File: src/rtl/strap_cfg_pkg.sv
package strap_cfg_pkg;

  typedef struct packed {
    logic       pol;
    logic       pswap;
    logic       bypass;
    logic [3:0] drop;
  } strap_opts_t;

  localparam int OPT_W = $bits(strap_opts_t);

  function automatic strap_opts_t opts_from_word(input logic [15:0] w);
    return strap_opts_t'(w[OPT_W-1:0]);
  endfunction

  function automatic logic [15:0] word_from_opts(input strap_opts_t o);
    return {{(16-OPT_W){1'b0}}, o};
  endfunction

  function automatic logic mirror_of(input strap_opts_t o);
    return o.pol & o.pswap;
  endfunction

endpackage

File: src/rtl/strap_stage.sv
module strap_stage
  import strap_cfg_pkg::*;
#(
  parameter int ADDR_W = 5,
  parameter int DATA_W = 16,
  parameter logic [ADDR_W-1:0] OPT_ADDR = 5'h0B,
  parameter logic [ADDR_W-1:0] CTRL_ADDR = 5'h09,
  parameter int DONE_BIT = 15
) (
  input  logic              clk,
  input  logic              rst_n,
  input  logic              wr_en,
  input  logic [ADDR_W-1:0] addr,
  input  logic [DATA_W-1:0] wdata,
  input  logic              pulse,
  output strap_opts_t       staged,
  output logic              commit_req,
  output logic [DATA_W-1:0] rdata
);

  logic opt_wr;

  assign opt_wr     = wr_en && (addr == OPT_ADDR);
  assign commit_req = wr_en && (addr == CTRL_ADDR) && wdata[DONE_BIT];

  always_ff @(posedge clk or negedge rst_n) begin
    if (!rst_n) staged <= '0;
    else if (opt_wr) staged <= opts_from_word(wdata[15:0]);
  end

  always_comb begin
    rdata = '0;
    if (addr == OPT_ADDR) rdata[15:0] = word_from_opts(staged);
    else if (addr == CTRL_ADDR) rdata[DONE_BIT] = pulse;
  end

  assert_rsvd_zero_R2: assert property (@(posedge clk) disable iff (!rst_n)
    (addr == OPT_ADDR) |-> (rdata[15:OPT_W] == '0));

  assert_stage_write_R2: assert property (@(posedge clk) disable iff (!rst_n)
    opt_wr |=> (staged == $past(wdata[OPT_W-1:0])));

endmodule

File: src/rtl/strap_commit.sv
module strap_commit
  import strap_cfg_pkg::*;
(
  input  logic        clk,
  input  logic        rst_n,
  input  logic        commit_req,
  input  strap_opts_t staged,
  output logic        pulse,
  output strap_opts_t shadow
);

  always_ff @(posedge clk or negedge rst_n) begin
    if (!rst_n) begin
      pulse  <= 1'b0;
      shadow <= '0;
    end else begin
      pulse <= commit_req;
      if (pulse) shadow <= staged;
    end
  end

  assert_pulse_cause_R4: assert property (@(posedge clk) disable iff (!rst_n)
    pulse |-> $past(commit_req));

  assert_pulse_single_R4: assert property (@(posedge clk) disable iff (!rst_n)
    (pulse && !commit_req) |=> !pulse);

  assert_shadow_hold_R3: assert property (@(posedge clk) disable iff (!rst_n)
    !pulse |=> $stable(shadow));

  assert_shadow_take_R5: assert property (@(posedge clk) disable iff (!rst_n)
    pulse |=> (shadow == $past(staged)));

endmodule

File: src/rtl/strap_decode.sv
module strap_decode
  import strap_cfg_pkg::*;
(
  input  logic        clk,
  input  logic        rst_n,
  input  strap_opts_t shadow,
  input  logic        mii_mode,
  output logic        pol_invert,
  output logic        pair_swap,
  output logic        coding_bypass,
  output logic [3:0]  link_drop_en,
  output logic        mirror_en
);

  assign pol_invert    = shadow.pol;
  assign pair_swap     = shadow.pswap;
  assign coding_bypass = shadow.bypass & mii_mode;
  assign link_drop_en  = shadow.drop;
  assign mirror_en     = mirror_of(shadow);

  assert_mirror_R7: assert property (@(posedge clk) disable iff (!rst_n)
    mirror_en |-> (pol_invert && pair_swap));

  assert_bypass_mii_R8: assert property (@(posedge clk) disable iff (!rst_n)
    coding_bypass |-> mii_mode);

endmodule

File: src/rtl/strap_cfg_latch.sv
module strap_cfg_latch
  import strap_cfg_pkg::*;
#(
  parameter int ADDR_W = 5,
  parameter int DATA_W = 16,
  parameter logic [ADDR_W-1:0] OPT_ADDR = 5'h0B,
  parameter logic [ADDR_W-1:0] CTRL_ADDR = 5'h09,
  parameter int DONE_BIT = 15
) (
  input  logic              clk,
  input  logic              rst_n,
  input  logic              reg_wr,
  input  logic [ADDR_W-1:0] reg_addr,
  input  logic [DATA_W-1:0] reg_wdata,
  output logic [DATA_W-1:0] reg_rdata,
  input  logic              mii_mode,
  output logic              pol_invert,
  output logic              pair_swap,
  output logic              coding_bypass,
  output logic [3:0]        link_drop_en,
  output logic              mirror_en
);

  strap_opts_t staged;
  strap_opts_t shadow;
  logic        commit_req;
  logic        commit_pulse;

  strap_stage #(
    .ADDR_W(ADDR_W), .DATA_W(DATA_W), .OPT_ADDR(OPT_ADDR),
    .CTRL_ADDR(CTRL_ADDR), .DONE_BIT(DONE_BIT)
  ) u_stage (
    .clk(clk), .rst_n(rst_n), .wr_en(reg_wr), .addr(reg_addr),
    .wdata(reg_wdata), .pulse(commit_pulse), .staged(staged),
    .commit_req(commit_req), .rdata(reg_rdata)
  );

  strap_commit u_commit (
    .clk(clk), .rst_n(rst_n), .commit_req(commit_req), .staged(staged),
    .pulse(commit_pulse), .shadow(shadow)
  );

  strap_decode u_decode (
    .clk(clk), .rst_n(rst_n), .shadow(shadow), .mii_mode(mii_mode),
    .pol_invert(pol_invert), .pair_swap(pair_swap),
    .coding_bypass(coding_bypass), .link_drop_en(link_drop_en),
    .mirror_en(mirror_en)
  );

  assert_other_addr_R10: assert property (@(posedge clk) disable iff (!rst_n)
    (reg_wr && reg_addr != OPT_ADDR) |=> (staged == $past(staged)));

endmodule

File: config.mk
export PLATFORM = sky130hd
export DESIGN_NAME = strap_cfg_latch
export DESIGN_NICKNAME = d
export VERILOG_FILES = /design/src/rtl/strap_cfg_pkg.sv /design/src/rtl/strap_stage.sv /design/src/rtl/strap_commit.sv /design/src/rtl/strap_decode.sv /design/src/rtl/strap_cfg_latch.sv
export SDC_FILE = /design/constraint.sdc
export NUM_CORES = 1
export LEC_CHECK = 0
export BUFFER_PORTS_ARGS = -buffer_cell sky130_fd_sc_hd__buf_2
export CAP_MARGIN = 10
export CORE_MARGIN = 2
export CORE_UTILIZATION = 30
export DETAILED_ROUTE_END_ITERATION = 8
export PLACE_DENSITY = 0.62
export SETUP_SLACK_MARGIN = 0.2
export SLEW_MARGIN = 20
export SYNTH_ARGS = -nofsm -noshare
export SYNTH_HDL_FRONTEND = slang
export SYNTH_SLANG_ARGS = --single-unit
File: constraint.sdc
create_clock -name clk -period 3.2 [get_ports clk]
set_clock_uncertainty 0.15 [all_clocks]
set_input_delay 0.32 -clock clk [delete_from_list [all_inputs] [get_ports clk]]
set_output_delay 0.32 -clock clk [all_outputs]
set_load 0.02 [all_outputs]
After elaboration in Yosys (flattened, before gate mapping)
Cells that the tools add are included.

operators by class
  equal/unequal tests = 2
  reduce and logical (&&, ||, !) cells = 3
  multiplexer cells = 3
  bitwise operators = 2

operators with widths
  kind                                                             number
  5-bit by 4-bit == test with 1-bit output, second input constant  2
  7-bit two-way mux                                                1
  1-bit logical AND                                                3
  1-bit AND                                                        2
  1-bit two-way mux                                                2

storage, ports and cells
  flip-flop bits (word level) = 15
  output and inout port bits = 24
  logic and storage cells = 19
  input bits = 25

Depth between registers and ports, before layout
  word-level depth = 3
  depth in mapped cells = 3
  depth with buffers taken out = 3

By module
From an unflattened synthesis, not the netlist that was laid out.

second synthesis, totals
  cell total of the unflattened synthesis = 62
  area total of the unflattened synthesis = 810.8 µm²

modules (own cells, without submodules)
  module        times used  area an instance (µm²)  seq. area each (µm²)  cells each
  strap_stage   1           436.7                   175.2                 38
  strap_commit  1           316.6                   200.2                 16
  strap_decode  1           57.6                    0.0                   8

Least setup slack after synthesis
No wires, ideal clock.

  path kind = input port to output port
  start = input port reg_addr[3]
  end = output port reg_rdata[0]
  data required time = 2,730 ps
  path buffers = 0
  cell stages on the path = 3
  slack = 1,534 ps
  arrival = 1,196 ps
  cells stage by stage = nand2_1 > nor4b_1 > and2_2

on the way
  cells in the longest elaborated chain, start to end = 2

ends and longest elaborated chain
  what                                      line                   RTL
  start, declared                           strap_cfg_latch.sv:13  input logic [ADDR_W-1:0] reg_addr,
  5-bit by 4-bit == test with 1-bit output  strap_stage.sv:33      if (addr == OPT_ADDR) rdata[15:0] = word_from_opts(staged);
  7-bit two-way mux                         strap_stage.sv:33
  end, declared                             strap_cfg_latch.sv:15  output logic [DATA_W-1:0] reg_rdata,

No other way between the ends.

Worst setup path in the final report
  start = input port reg_addr[3]
  end = output port reg_rdata[1]

Same word-level chain as after synthesis.

==> impl_metrics.toml <==
[pwr]
p_leak_nw = 0.517
power_density_nw_per_um2 = 431
vdd_ir_drop_max_mv = 0.270
finalPower_w = 0.000399

[worst_hold_path]
hold_class = "primary input to register"

[sta]
finalCritPeriodShare_pct = 54.7
worst_pin_slew_ns = 0.555
timing.fmax_mhz = 571
fin_tns_setup_ns = 0
maxSlewHeadroom_pct = 62.7
hold_slack_ns = 0.121
finalHoldViolations = 0
rsz0062_at_grt = "false"
post-route-min-period_ns = 1.75
finalSetupViolCount = 0
finalMaxSlewViolations = 0

[critical_path]
arrival_ns = 1.28
slowest_stage = "nor4b_1"
crit_family = "simple AND/OR/NAND/NOR gates"
crit_path_start_kind = "primary input"
crit_top_cell = "buf_2"
cp_max_fo = 7
crit_buf_inv = 3
end_kind = "output pin"
worstSetupPathType = "primary input to output pin"
required_ns = 2.73
slowest_delay_ns = 0.29
critical_path.cell_chain = "buf_2 > nand2_1 > nor4b_1 > buf_4 > and2_2 > buf_2"

[global_routing]
use_met3_pct = 3.61
grt-busiest-layer = "met2"
track_usage_pct = 10.9
grt_max_degree = 16
grtUsageMet1_pct = 11.8
met2_usage_pct = 18.3
antenna_found_initial = 0
grt_pass1_vias = 499
grt_first_pass_wirelength_microns = 2130
grt_overflow = 0

[cts]
cts_tree = "yes"
cts_root_buffer = "clkbuf_4"
clk_latency_ns = 0.27
clockBufferDepth = 2
clock-sinks = 15
post_cts_buffers = 0
cts_buffers = 3
cts_max_level = 1
clk_pin_slew_ns = 0.09

[synthesis]
ys_seq_area_share_pct = 49.9
synth_area_per_cell_sq_um = 12.7
syn_inst = 59
synth.cell_area_sq_um = 752
ys_types = 12
ys_warn_count = 0
ys_ff_latch = 15

[die]
start_util_pct = 30.9
ios = 49
design.die.area_sq_um = 2920
floorplan.rows = 18
core_sq_um = 2430
die_w_microns = 54.1
die_h_microns = 54.1

[placed_design]
place_area_sq_um = 890
dp_hpwl_microns = 1000
gp_congestion = 0.583
port-buffer-count = 32

[cells_and_area]
drive_above_1_share_pct = 63.7
insertedDiodeCount = 0
num-fill-cells = 265
layout-area-overhead-vs-synth_pct = 23.1
multiInputGateArea_sq_um = 309
regArea_sq_um = 375
finalInstanceArea_sq_um = 926
postLayoutCoreUtil_pct = 38.1
layout.nets = 117

[route]
drc_errors = 0
drt-initial-drc-count = 4
drt-wirelength-per-cell_microns = 10.5
vias = 507
ant_nets = 0
routed_wl_microns = 1280
firstDrtPassIters = 2
avgViaCountPerCell = 4.19

[status]
status = "finished, final reports clean"

[flow_run]
cap_viol_max_count = 0
-- cells in the final DEF, fill, tap and decap left out, drive strengths merged --
cell,n
and3,1
dlygate4sd3,1
nand2,2
buf,33
clkbuf,4
and2,10
nor4b,1
dfrtp,15
mux2,14
nor4,2
conb,8
-- logic make-up (layout without fill, tap and decap cells) --
family | Yosys count | count (layout) | synth area share (%)
AND/OR/NAND/NOR | 16 | 16 | 16.1
flip-flops | 15 | 15 | 49.9
multiplexers | 14 | 14 | 21.0
buffers and inverters | 13 | 38 | 12.5
other | 1 | 8 | 0.499
-- power by group --
part	total, W	leakage (nW)	switching [W]	internal (W)
combinational	0.0000678	0.303	0.0000351	0.0000326
sequential	0.000227	0.200	0.0000136	0.000213
clock	0.000104	0.0150	0.0000557	0.0000483
total	0.000399	0.517	0.000105	0.000294
-- routing by layer --
metal	vias to the layer above	wire length [microns]
li1	244	-
met1	235	526
met2	28	616
met3	0	132
met4	0	0
met5	-	0
-- final cells by class --
class,count,share of cell area [%]
flip-flops and latches,15,40.5
multi-input cells,38,33.4
repair buffers,34,19.2
well taps,30,4.05
clock buffers,4,2.84
-- flip-flops by register name, indices dropped and copies added, names as in the netlist --
name,count
u_stage.staged,7
u_commit.pulse,1
u_commit.shadow,7
-- what timing repair did --
item | CTS | global route
resized for setup | 0 | 0
hold endpoints to repair | 15 | 0
hold buffers | 1 | 0
-- final timing paths --
path | start | endpoint | slack (ns) | depth (start not counted)
max | reg_addr[3] | reg_rdata[1] | 1.45 | 6
min | reg_wdata[3] | u_stage.staged[3] | 0.12 | 2
max reg2reg | u_commit.pulse | u_commit.shadow[1] | 2.01 | 1
min reg2reg | u_commit.shadow[4] | u_commit.shadow[4] | 0.36 | 1
max in group asynchronous | rst_n | u_commit.shadow[0] | 2.34 | 2
min in group asynchronous | rst_n | u_commit.shadow[5] | 0.31 | 2
-- synthesized netlist by cell type --
| cell type | n | area [sq um] |
|---|---|---|
| and3_1 | 1 | 6.26 |
| conb_1 | 1 | 3.75 |
| and2_1 | 3 | 18.8 |
| nor4_1 | 1 | 6.26 |
| mux2_2 | 14 | 158 |
| clkbuf_1 | 1 | 3.75 |
| nor4_4 | 1 | 21.3 |
| dfrtp_1 | 15 | 375 |
| nand2_1 | 2 | 7.51 |
| nor4b_1 | 1 | 8.76 |
| and2_2 | 7 | 52.6 |
| buf_4 | 12 | 90.1 |
-- stage by stage --
step / instances / setup slack [ns]
after CTS: 121 / 1.42
after global routing: 121 / 1.34
after global placement: 116 / 1.47
after detailed placement: 116 / 1.42
final: 121 / 1.45
after floorplan: 66 / 1.53
Note: power is estimated with default switching activity, not from simulation.
